[config.mk]
export PLATFORM = sky130hd
export DESIGN_NAME = opdec_alu
export DESIGN_NICKNAME = d
export VERILOG_FILES = /design/src/rtl/opdec_alu_pkg.sv /design/src/rtl/opdec_alu_decode.sv /design/src/rtl/opdec_alu_exec.sv /design/src/rtl/opdec_alu_state.sv /design/src/rtl/opdec_alu.sv
export SDC_FILE = /design/constraint.sdc
export NUM_CORES = 1
export LEC_CHECK = 0
export BUFFER_PORTS_ARGS = -buffer_cell sky130_fd_sc_hd__buf_4
export CORE_MARGIN = 3
export CORE_UTILIZATION = 60
export DETAILED_ROUTE_END_ITERATION = 7
export PLACE_DENSITY = 0.84
export SLEW_MARGIN = 40
export SYNTH_ARGS = -nofsm -noshare
export SYNTH_HDL_FRONTEND = slang
export SYNTH_SLANG_ARGS = --single-unit
[constraint.sdc]
create_clock -name clk -period 5.15 [get_ports clk]
set_input_delay 0.2575 -clock clk [delete_from_list [all_inputs] [get_ports clk]]
set_output_delay 0.2575 -clock clk [all_outputs]
set_load 0.005 [all_outputs]
[src/rtl/opdec_alu_pkg.sv]
package opdec_alu_pkg;

    localparam int OPC_W  = 10;
    localparam int DATA_W = 8;

    // Opcode encodings (fixed, sparse)
    localparam logic [OPC_W-1:0] C_ADD  = 10'b0000000001;
    localparam logic [OPC_W-1:0] C_SUB  = 10'b0000000010;
    localparam logic [OPC_W-1:0] C_ONE  = 10'b0000000011;
    localparam logic [OPC_W-1:0] C_TWO  = 10'b0000000100;
    localparam logic [OPC_W-1:0] C_AND  = 10'b0000000101;
    localparam logic [OPC_W-1:0] C_OR   = 10'b0000000110;
    localparam logic [OPC_W-1:0] C_XOR  = 10'b0000000111;
    localparam logic [OPC_W-1:0] C_XOR2 = 10'b1111101010;
    localparam logic [OPC_W-1:0] C_ROR  = 10'b1111111111;
    localparam logic [OPC_W-1:0] C_ROL  = 10'b1111111110;
    localparam logic [OPC_W-1:0] C_LSR  = 10'b1111111100;
    localparam logic [OPC_W-1:0] C_LSL  = 10'b1111111000;
    localparam logic [OPC_W-1:0] C_SET  = 10'b1111110000;
    localparam logic [OPC_W-1:0] C_CLR  = 10'b1111100000;
    localparam logic [OPC_W-1:0] C_CMP  = 10'b1111000000;
    localparam logic [OPC_W-1:0] C_INC  = 10'b1100000000;
    localparam logic [OPC_W-1:0] C_MOV  = 10'b1000000000;
    localparam logic [OPC_W-1:0] C_SWP  = 10'b1111111010;

    typedef enum logic [4:0] {
        OP_NOP, OP_ADD, OP_SUB, OP_INC, OP_ONE, OP_TWO,
        OP_AND, OP_OR,  OP_XOR, OP_ROR, OP_ROL, OP_LSR,
        OP_LSL, OP_SET, OP_CLR, OP_CMP, OP_MOV, OP_SWP
    } op_e;

    // Which pieces of state an operation writes
    typedef struct packed {
        logic wr_a;
        logic wr_b;
        logic wr_c;
        logic wr_z;
    } wen_t;

    function automatic op_e decode_op(input logic [OPC_W-1:0] code);
        op_e k;
        case (code)
            C_ADD:          k = OP_ADD;
            C_SUB:          k = OP_SUB;
            C_ONE:          k = OP_ONE;
            C_TWO:          k = OP_TWO;
            C_AND:          k = OP_AND;
            C_OR:           k = OP_OR;
            C_XOR, C_XOR2:  k = OP_XOR;
            C_ROR:          k = OP_ROR;
            C_ROL:          k = OP_ROL;
            C_LSR:          k = OP_LSR;
            C_LSL:          k = OP_LSL;
            C_SET:          k = OP_SET;
            C_CLR:          k = OP_CLR;
            C_CMP:          k = OP_CMP;
            C_INC:          k = OP_INC;
            C_MOV:          k = OP_MOV;
            C_SWP:          k = OP_SWP;
            default:        k = OP_NOP;
        endcase
        return k;
    endfunction

    function automatic wen_t write_mask(input op_e k);
        wen_t w;
        w = '0;
        case (k)
            OP_ADD, OP_SUB, OP_INC,
            OP_ROR, OP_ROL, OP_LSR, OP_LSL: begin w.wr_a = 1'b1; w.wr_c = 1'b1; end
            OP_ONE, OP_TWO, OP_AND, OP_OR,
            OP_XOR, OP_SET, OP_CLR:         w.wr_a = 1'b1;
            OP_CMP:                         begin w.wr_c = 1'b1; w.wr_z = 1'b1; end
            OP_MOV:                         w.wr_b = 1'b1;
            OP_SWP:                         begin w.wr_a = 1'b1; w.wr_b = 1'b1; end
            default:                        w = '0;
        endcase
        return w;
    endfunction

endpackage

[src/rtl/opdec_alu_decode.sv]
module opdec_alu_decode
    import opdec_alu_pkg::*;
#(
    parameter int OW = OPC_W
) (
    input  logic [OW-1:0] opcode,
    output op_e           kind,
    output wen_t          wen
);
    always_comb begin
        kind = decode_op(opcode);
        wen  = write_mask(kind);
    end
endmodule

[src/rtl/opdec_alu_exec.sv]
module opdec_alu_exec
    import opdec_alu_pkg::*;
#(
    parameter int DW = DATA_W
) (
    input  op_e           kind,
    input  logic [DW-1:0] a,
    input  logic [DW-1:0] b,
    input  logic          c,
    output logic [DW-1:0] res_a,
    output logic [DW-1:0] res_b,
    output logic          res_c,
    output logic          res_z
);
    localparam int XW = DW + 1;

    logic [XW-1:0] sum_ab;
    logic [XW-1:0] sum_inc;
    logic [XW-1:0] diff_ab;

    always_comb begin
        sum_ab  = {1'b0, a} + {1'b0, b};
        sum_inc = {1'b0, a} + XW'(1);
        diff_ab = {1'b0, a} - {1'b0, b};
    end

    always_comb begin
        res_a = a;
        res_b = b;
        res_c = c;
        res_z = (a == b);
        case (kind)
            OP_ADD: begin res_a = sum_ab[DW-1:0];  res_c = sum_ab[DW];  end
            OP_INC: begin res_a = sum_inc[DW-1:0]; res_c = sum_inc[DW]; end
            OP_SUB: begin res_a = diff_ab[DW-1:0]; res_c = diff_ab[DW]; end
            OP_ONE: res_a = ~a;
            OP_TWO: res_a = (~a) + DW'(1);
            OP_AND: res_a = a & b;
            OP_OR:  res_a = a | b;
            OP_XOR: res_a = a ^ b;
            OP_ROR: begin res_a = {c, a[DW-1:1]};    res_c = a[0];    end
            OP_ROL: begin res_a = {a[DW-2:0], c};    res_c = a[DW-1]; end
            OP_LSR: begin res_a = {1'b0, a[DW-1:1]}; res_c = a[0];    end
            OP_LSL: begin res_a = {a[DW-2:0], 1'b0}; res_c = a[DW-1]; end
            OP_SET: res_a = {DW{1'b1}};
            OP_CLR: res_a = '0;
            OP_CMP: res_c = (a < b);
            OP_MOV: res_b = a;
            OP_SWP: begin res_a = b; res_b = a; end
            default: ;
        endcase
    end
endmodule

[src/rtl/opdec_alu_state.sv]
module opdec_alu_state
    import opdec_alu_pkg::*;
#(
    parameter int DW = DATA_W
) (
    input  logic          clk,
    input  logic          rst,
    input  logic          load,
    input  logic [DW-1:0] load_a,
    input  logic [DW-1:0] load_b,
    input  wen_t          wen,
    input  logic [DW-1:0] res_a,
    input  logic [DW-1:0] res_b,
    input  logic          res_c,
    input  logic          res_z,
    output logic [DW-1:0] a_q,
    output logic [DW-1:0] b_q,
    output logic          c_q,
    output logic          z_q
);
    always_ff @(posedge clk) begin
        if (rst) begin
            a_q <= '0;
            b_q <= '0;
            c_q <= 1'b0;
            z_q <= 1'b0;
        end else if (load) begin
            a_q <= load_a;
            b_q <= load_b;
        end else begin
            if (wen.wr_a) a_q <= res_a;
            if (wen.wr_b) b_q <= res_b;
            if (wen.wr_c) c_q <= res_c;
            if (wen.wr_z) z_q <= res_z;
        end
    end
endmodule

[src/rtl/opdec_alu.sv]
module opdec_alu
    import opdec_alu_pkg::*;
#(
    parameter int DW = DATA_W,
    parameter int OW = OPC_W
) (
    input  logic          clk,
    input  logic          rst,
    input  logic          load,
    input  logic [DW-1:0] load_a,
    input  logic [DW-1:0] load_b,
    input  logic [OW-1:0] opcode,
    output logic [DW-1:0] reg_a,
    output logic [DW-1:0] reg_b,
    output logic          carry,
    output logic          zero
);
    op_e           kind;
    wen_t          wen;
    logic [DW-1:0] res_a;
    logic [DW-1:0] res_b;
    logic          res_c;
    logic          res_z;

    opdec_alu_decode #(.OW(OW)) u_dec (
        .opcode (opcode),
        .kind   (kind),
        .wen    (wen)
    );

    opdec_alu_exec #(.DW(DW)) u_exec (
        .kind   (kind),
        .a      (reg_a),
        .b      (reg_b),
        .c      (carry),
        .res_a  (res_a),
        .res_b  (res_b),
        .res_c  (res_c),
        .res_z  (res_z)
    );

    opdec_alu_state #(.DW(DW)) u_state (
        .clk    (clk),
        .rst    (rst),
        .load   (load),
        .load_a (load_a),
        .load_b (load_b),
        .wen    (wen),
        .res_a  (res_a),
        .res_b  (res_b),
        .res_c  (res_c),
        .res_z  (res_z),
        .a_q    (reg_a),
        .b_q    (reg_b),
        .c_q    (carry),
        .z_q    (zero)
    );
endmodule

* Word-level counts from Yosys, hierarchy flattened
Cells that the tools add are included.
** Storage, ports and cells
- Bits in registers :: 18
- Bits in latches :: 0
- Memory bits (writable) :: 0
- ROM bits :: 0
- Output and inout port bits :: 18
- Word-level logic and storage cells :: 77
- Memories kept :: 0
** Cells by class
- Add/sub/neg operators :: 4
- Multiply operators :: 0
- Div/mod/pow operators :: 0
- Order comparisons :: 1
- Equality and inequality tests :: 36
- Shift-type cells :: 0
- Multiplexer cells :: 12
- Bitwise logic cells :: 5
- Reductions and logical operators :: 15
** Operators by type and width (count)
- $pmux W8 S15 :: 1
- $eq A10 B10 Y1 const B :: 11
- $pmux W5 S17 :: 1
- $eq A10 B3 Y1 const B :: 4
- $eq A5 B4 Y1 const B :: 8
- $mux W8 :: 5
- $eq A10 B2 Y1 const B :: 2
- $eq A5 B3 Y1 const B :: 4
- $reduce_bool A16 Y1 :: 1
- $reduce_or A15 Y1 :: 1
- $eq A10 B1 Y1 const B :: 1
- $eq A5 B2 Y1 const B :: 2
- $eq A5 B5 Y1 const B :: 2
- $add A8 B1 Y9 const B :: 1
- $add A8 B8 Y9 :: 1
- $sub A8 B8 Y9 :: 1
- $add A8 B1 Y8 const B :: 1
- $and A8 B8 Y8 :: 1
- $eq A8 B8 Y1 :: 1
- $lt A8 B8 Y1 :: 1
- $not A8 Y8 :: 1
- $or A8 B8 Y8 :: 1
- $reduce_or A2 Y1 :: 4
- $reduce_or A8 Y1 :: 1
- 9 further kinds :: 16

* Depth between registers and ports, before layout
- Depth in word-level cells :: 8
- Depth in mapped cells :: 12
- Mapped depth without buffers :: 11

* Modules after synthesis
A second synthesis with hierarchy kept.
** Unflattened totals
- Cell total of the unflattened synthesis :: 445
- Area total of the unflattened synthesis :: 3422.0 um^2
** By module, submodules not included
- opdec_alu_exec :: instances 1, cells an instance 305, area each 2063.2 um^2
- opdec_alu_state :: instances 1, cells an instance 78, area each 912.1 um^2
- opdec_alu_decode :: instances 1, cells an instance 62, area each 446.7 um^2

* Least setup slack after synthesis
No wires, ideal clock.
- Kind :: register -> register
- Start point :: register u_state.a_q[2]
- End point :: register u_state.a_q[4]
- Data arrival time :: 2.742 ns
- Data required time :: 5.017 ns
- Slack :: 2.275 ns
- Cell stages (with the launch flop) :: 13
- Period minus slack after synthesis :: 2.875 ns
- Cells stage by stage :: dfxtp_1 > clkbuf_1 > inv_1 > ha_1 > clkbuf_1 > inv_1 > a311oi_1 > nand2b_1 > a31oi_1 > a2111oi_0 > o211ai_1 > a211oi_1 > o32ai_1
** On the way
- Cells in the longest elaborated chain, start to end :: 5
- Elaborated cells between the ends (all ways) :: 8
- Those cells by class :: 4 x add/sub; 3 x mux; 1 x bitwise
** RTL lines
- from (decl) :: line opdec_alu_state.sv:16 : output logic [DW-1:0] a_q,
- from (signal assigned) :: line opdec_alu_state.sv:28 : a_q <= load_a;
- from (signal assigned) :: line opdec_alu_state.sv:31 : if (wen.wr_a) a_q <= res_a;
- $not A8 Y8 :: line opdec_alu_exec.sv:37 : OP_TWO: res_a = (~a) + DW'(1);
- $add A8 B1 Y8 :: line opdec_alu_exec.sv:37
- $pmux W8 S15 * :: line opdec_alu_exec.sv:32 : case (kind)
- $mux W8 * :: line opdec_alu_state.sv:31
- $mux W8 * :: line opdec_alu_state.sv:27 : end else if (load) begin
Mark *: on every way between the ends. The rest lies on a longest branch, timed or not. The select of a mux whose other input is x is not followed.
A chain may end at the register's enable or synchronous reset.

* Worst setup path after layout
Ends and elaborated chain as after synthesis.

==> run metrics <==
status=finished with violations; violated checks=design-rule violations; sw power=225 uW; row count=25; Logic pwr share=46.5%; Reg clk slew, reported paths=0.08 ns; CP Max Fanout=13; sequential power share=32.8%; Die ar.=6020 um^2; min-delay worst type=primary input to register; diode count=0; CTS Root Cell=clkbuf_8; Die Y=77.6 um; Post-Syn Area=3070 um^2; most common cell after layout, fill and taps aside=nor2_1; CP delay by family, top=compound AO/OA/AOI/OAI gates; drt total wl=11200 um; Distinct cells, synth=73; H-Tree Depth=1; number of routed nets with antenna violations=0; number of setup buffers added after CTS=0; share of cells above drive strength 1=15.7%; most frequent cells in the layout=nor2_1 (51), buf_4 (49), a21oi_1 (46), inv_1 (28), ha_1 (26); Design Area, Final=3450 um^2; Via Count=3806; largest net degree at the start of global routing=35; die width=77.6 um; achievable frequency=278 MHz; Final Critical Period=3.60 ns; CP Launch Type=register; endpoint type of the worst setup path=register; critical path class=register to register; Final Util=71.2%; final hold violation count=0; Avg Cell Area, Syn=7.11 um^2; Arrival @ worst endpoint=3.73 ns; CTS Hold Bufs=0; vias in the first global route=3502; wire per inst=21.4 um; gr ovfl total=0; via/cell ratio=7.25; # IOs=47; Cell Int Power=307 uW; gr usage total=37.6%; core area=4850 um^2; CTS tree=built; EDFF count, synth=0; Max Root-Sink Buffers=2; Pre-antenna DRT Iters=8; Clock Skews=0.00986 ns; CP bufs+invs=2; area grow syn2layout=12.4%; Post-Syn Nets=489; asr flop ratio synth=0%; switching share of power=42.4%; Cell Pwr Density=154 nW/um^2; Fin Hold WS=0.219 ns; Slew HR=43.1%; fin. max-slew vios=0; Worst-Margin Slew=0.851 ns; clock latency on the worst-skew pair=0.27 ns; port bufs=46; Cells after Synth=432; initial core utilization=63.4%; Worst path slowest cell=dfxtp_1; Clk pwr share=20.7%; DRC viols=1; gpl congestion=1.06; Final setup viols=0; main flop type after synthesis=dfxtp_1; crit share post-route=69.8%; setup TNS=0 ns; RSZ-0062 raised after global routing=no; number of buffers created by CTS=3; Post-DP HPWL=8260 um; Worst path max stage delay=0.70 ns; flops & latches, synth=18; antenna violations before repair=0; Worst IR Drop VDD=0.000114 V; # nets final=517; DRT iter0 DRCs=821; Synthesis Warnings=0; flop2flop setup slack=1.55 ns; Area after DPL=3410 um^2; worst path required time=5.28 ns; P_leak=0.00134 uW; CP cell instances=inv_1 -> ha_1 -> inv_1 -> a311oi_1 -> nand2b_1 -> a31oi_1 -> a2111oi_0 -> o211ai_1 -> a211oi_1 -> o32ai_1; Seq/Total Area, Yosys=11.7%; Top cell by count, worst path=inv_1; global-route wire length before repair=18100 um; Sink Count=18; post-cts repair resize count=0; maxcap violations=0
==> final timing paths <==
kind | from | end | cells past startpoint
hold reg to reg | u_state.z_q | u_state.z_q | 2
setup / recovery | u_state.a_q[2] | u_state.a_q[4] | 10
setup reg to reg | u_state.a_q[2] | u_state.a_q[4] | 10
hold / removal | load_b[0] | u_state.b_q[0] | 3
==> kinds of logic after synthesis <==
| logic type | after synthesis | share of synthesized area (%) |
|---|---|---|
| simple gates | 169 | 30.3 |
| flops | 18 | 11.7 |
| buf+inv | 54 | 7.25 |
| compound gates | 150 | 35.1 |
| fa+ha+maj | 28 | 11.9 |
| xor+xnor | 13 | 3.71 |
==> cell usage after synthesis, types with 12 or more instances <==
| library cell | instances | share of area, % |
|---|---|---|
| o21ai_0 | 16 | 2.6 |
| clkbuf_1 | 21 | 2.6 |
| nand3_1 | 15 | 2.4 |
| nor2_1 | 51 | 6.2 |
| a21oi_1 | 46 | 7.5 |
| ha_1 | 26 | 11 |
| nor3_1 | 12 | 2.0 |
| dfxtp_1 | 18 | 12 |
| nor2b_1 | 13 | 2.6 |
| nand2_1 | 20 | 2.4 |
| inv_1 | 28 | 3.4 |
==> layout make-up <==
class                      instances  area, um^2
clock buffer                       3        41.3
sequential                        18         360
fill                             408        1400
timing repair buffer              49         368
tap                               67        83.8
multi-input combinational        360        2490
inverter                          28         105
==> worst reg2reg max path: cells and delay by family (launching register included) <==
kind	cells	cell delay, ns
adders and majority gates	1	0.50
and+or+nand+nor	1	0.19
AOI/OAI and AO/OA	6	1.64
DFF	1	0.70
buffers and inverters	2	0.44
==> power groups by stage <==
stage / clock network [uW] / registers [uW] / logic [uW]
final: 110 / 174 / 248
after global routing: 118 / 176 / 267
after CTS: 110 / 173 / 240
after detailed placement: 0 / 176 / 238
after global placement: 0 / 176 / 235
after floorplan: 0 / 165 / 166
==> state kept, by name, indices dropped and copies added, names as in the netlist <==
register	cells
u_state.b_q	8
u_state.c_q	1
u_state.a_q	8
u_state.z_q	1
==> through the flow <==
stage / total power, uW / std cells / setup WS, ns
after floorplan: 330 / 432 / 2.27
after global placement: 411 / 522 / 1.80
after detailed placement: 414 / 522 / 1.79
after CTS: 523 / 525 / 1.78
after global routing: 561 / 525 / 1.42
final: 532 / 525 / 1.55
==> routing by layer <==
metal  global-route usage, %  routed length (um)  up-vias
met3                    10.3                1710       93
met2                    55.3                4590      384
met5                       0                   0        -
li1                        -                   -     1676
met1                    50.4                4230     1653
met4                    18.1                 701        0
Note: power is estimated with default switching activity, not from simulation.
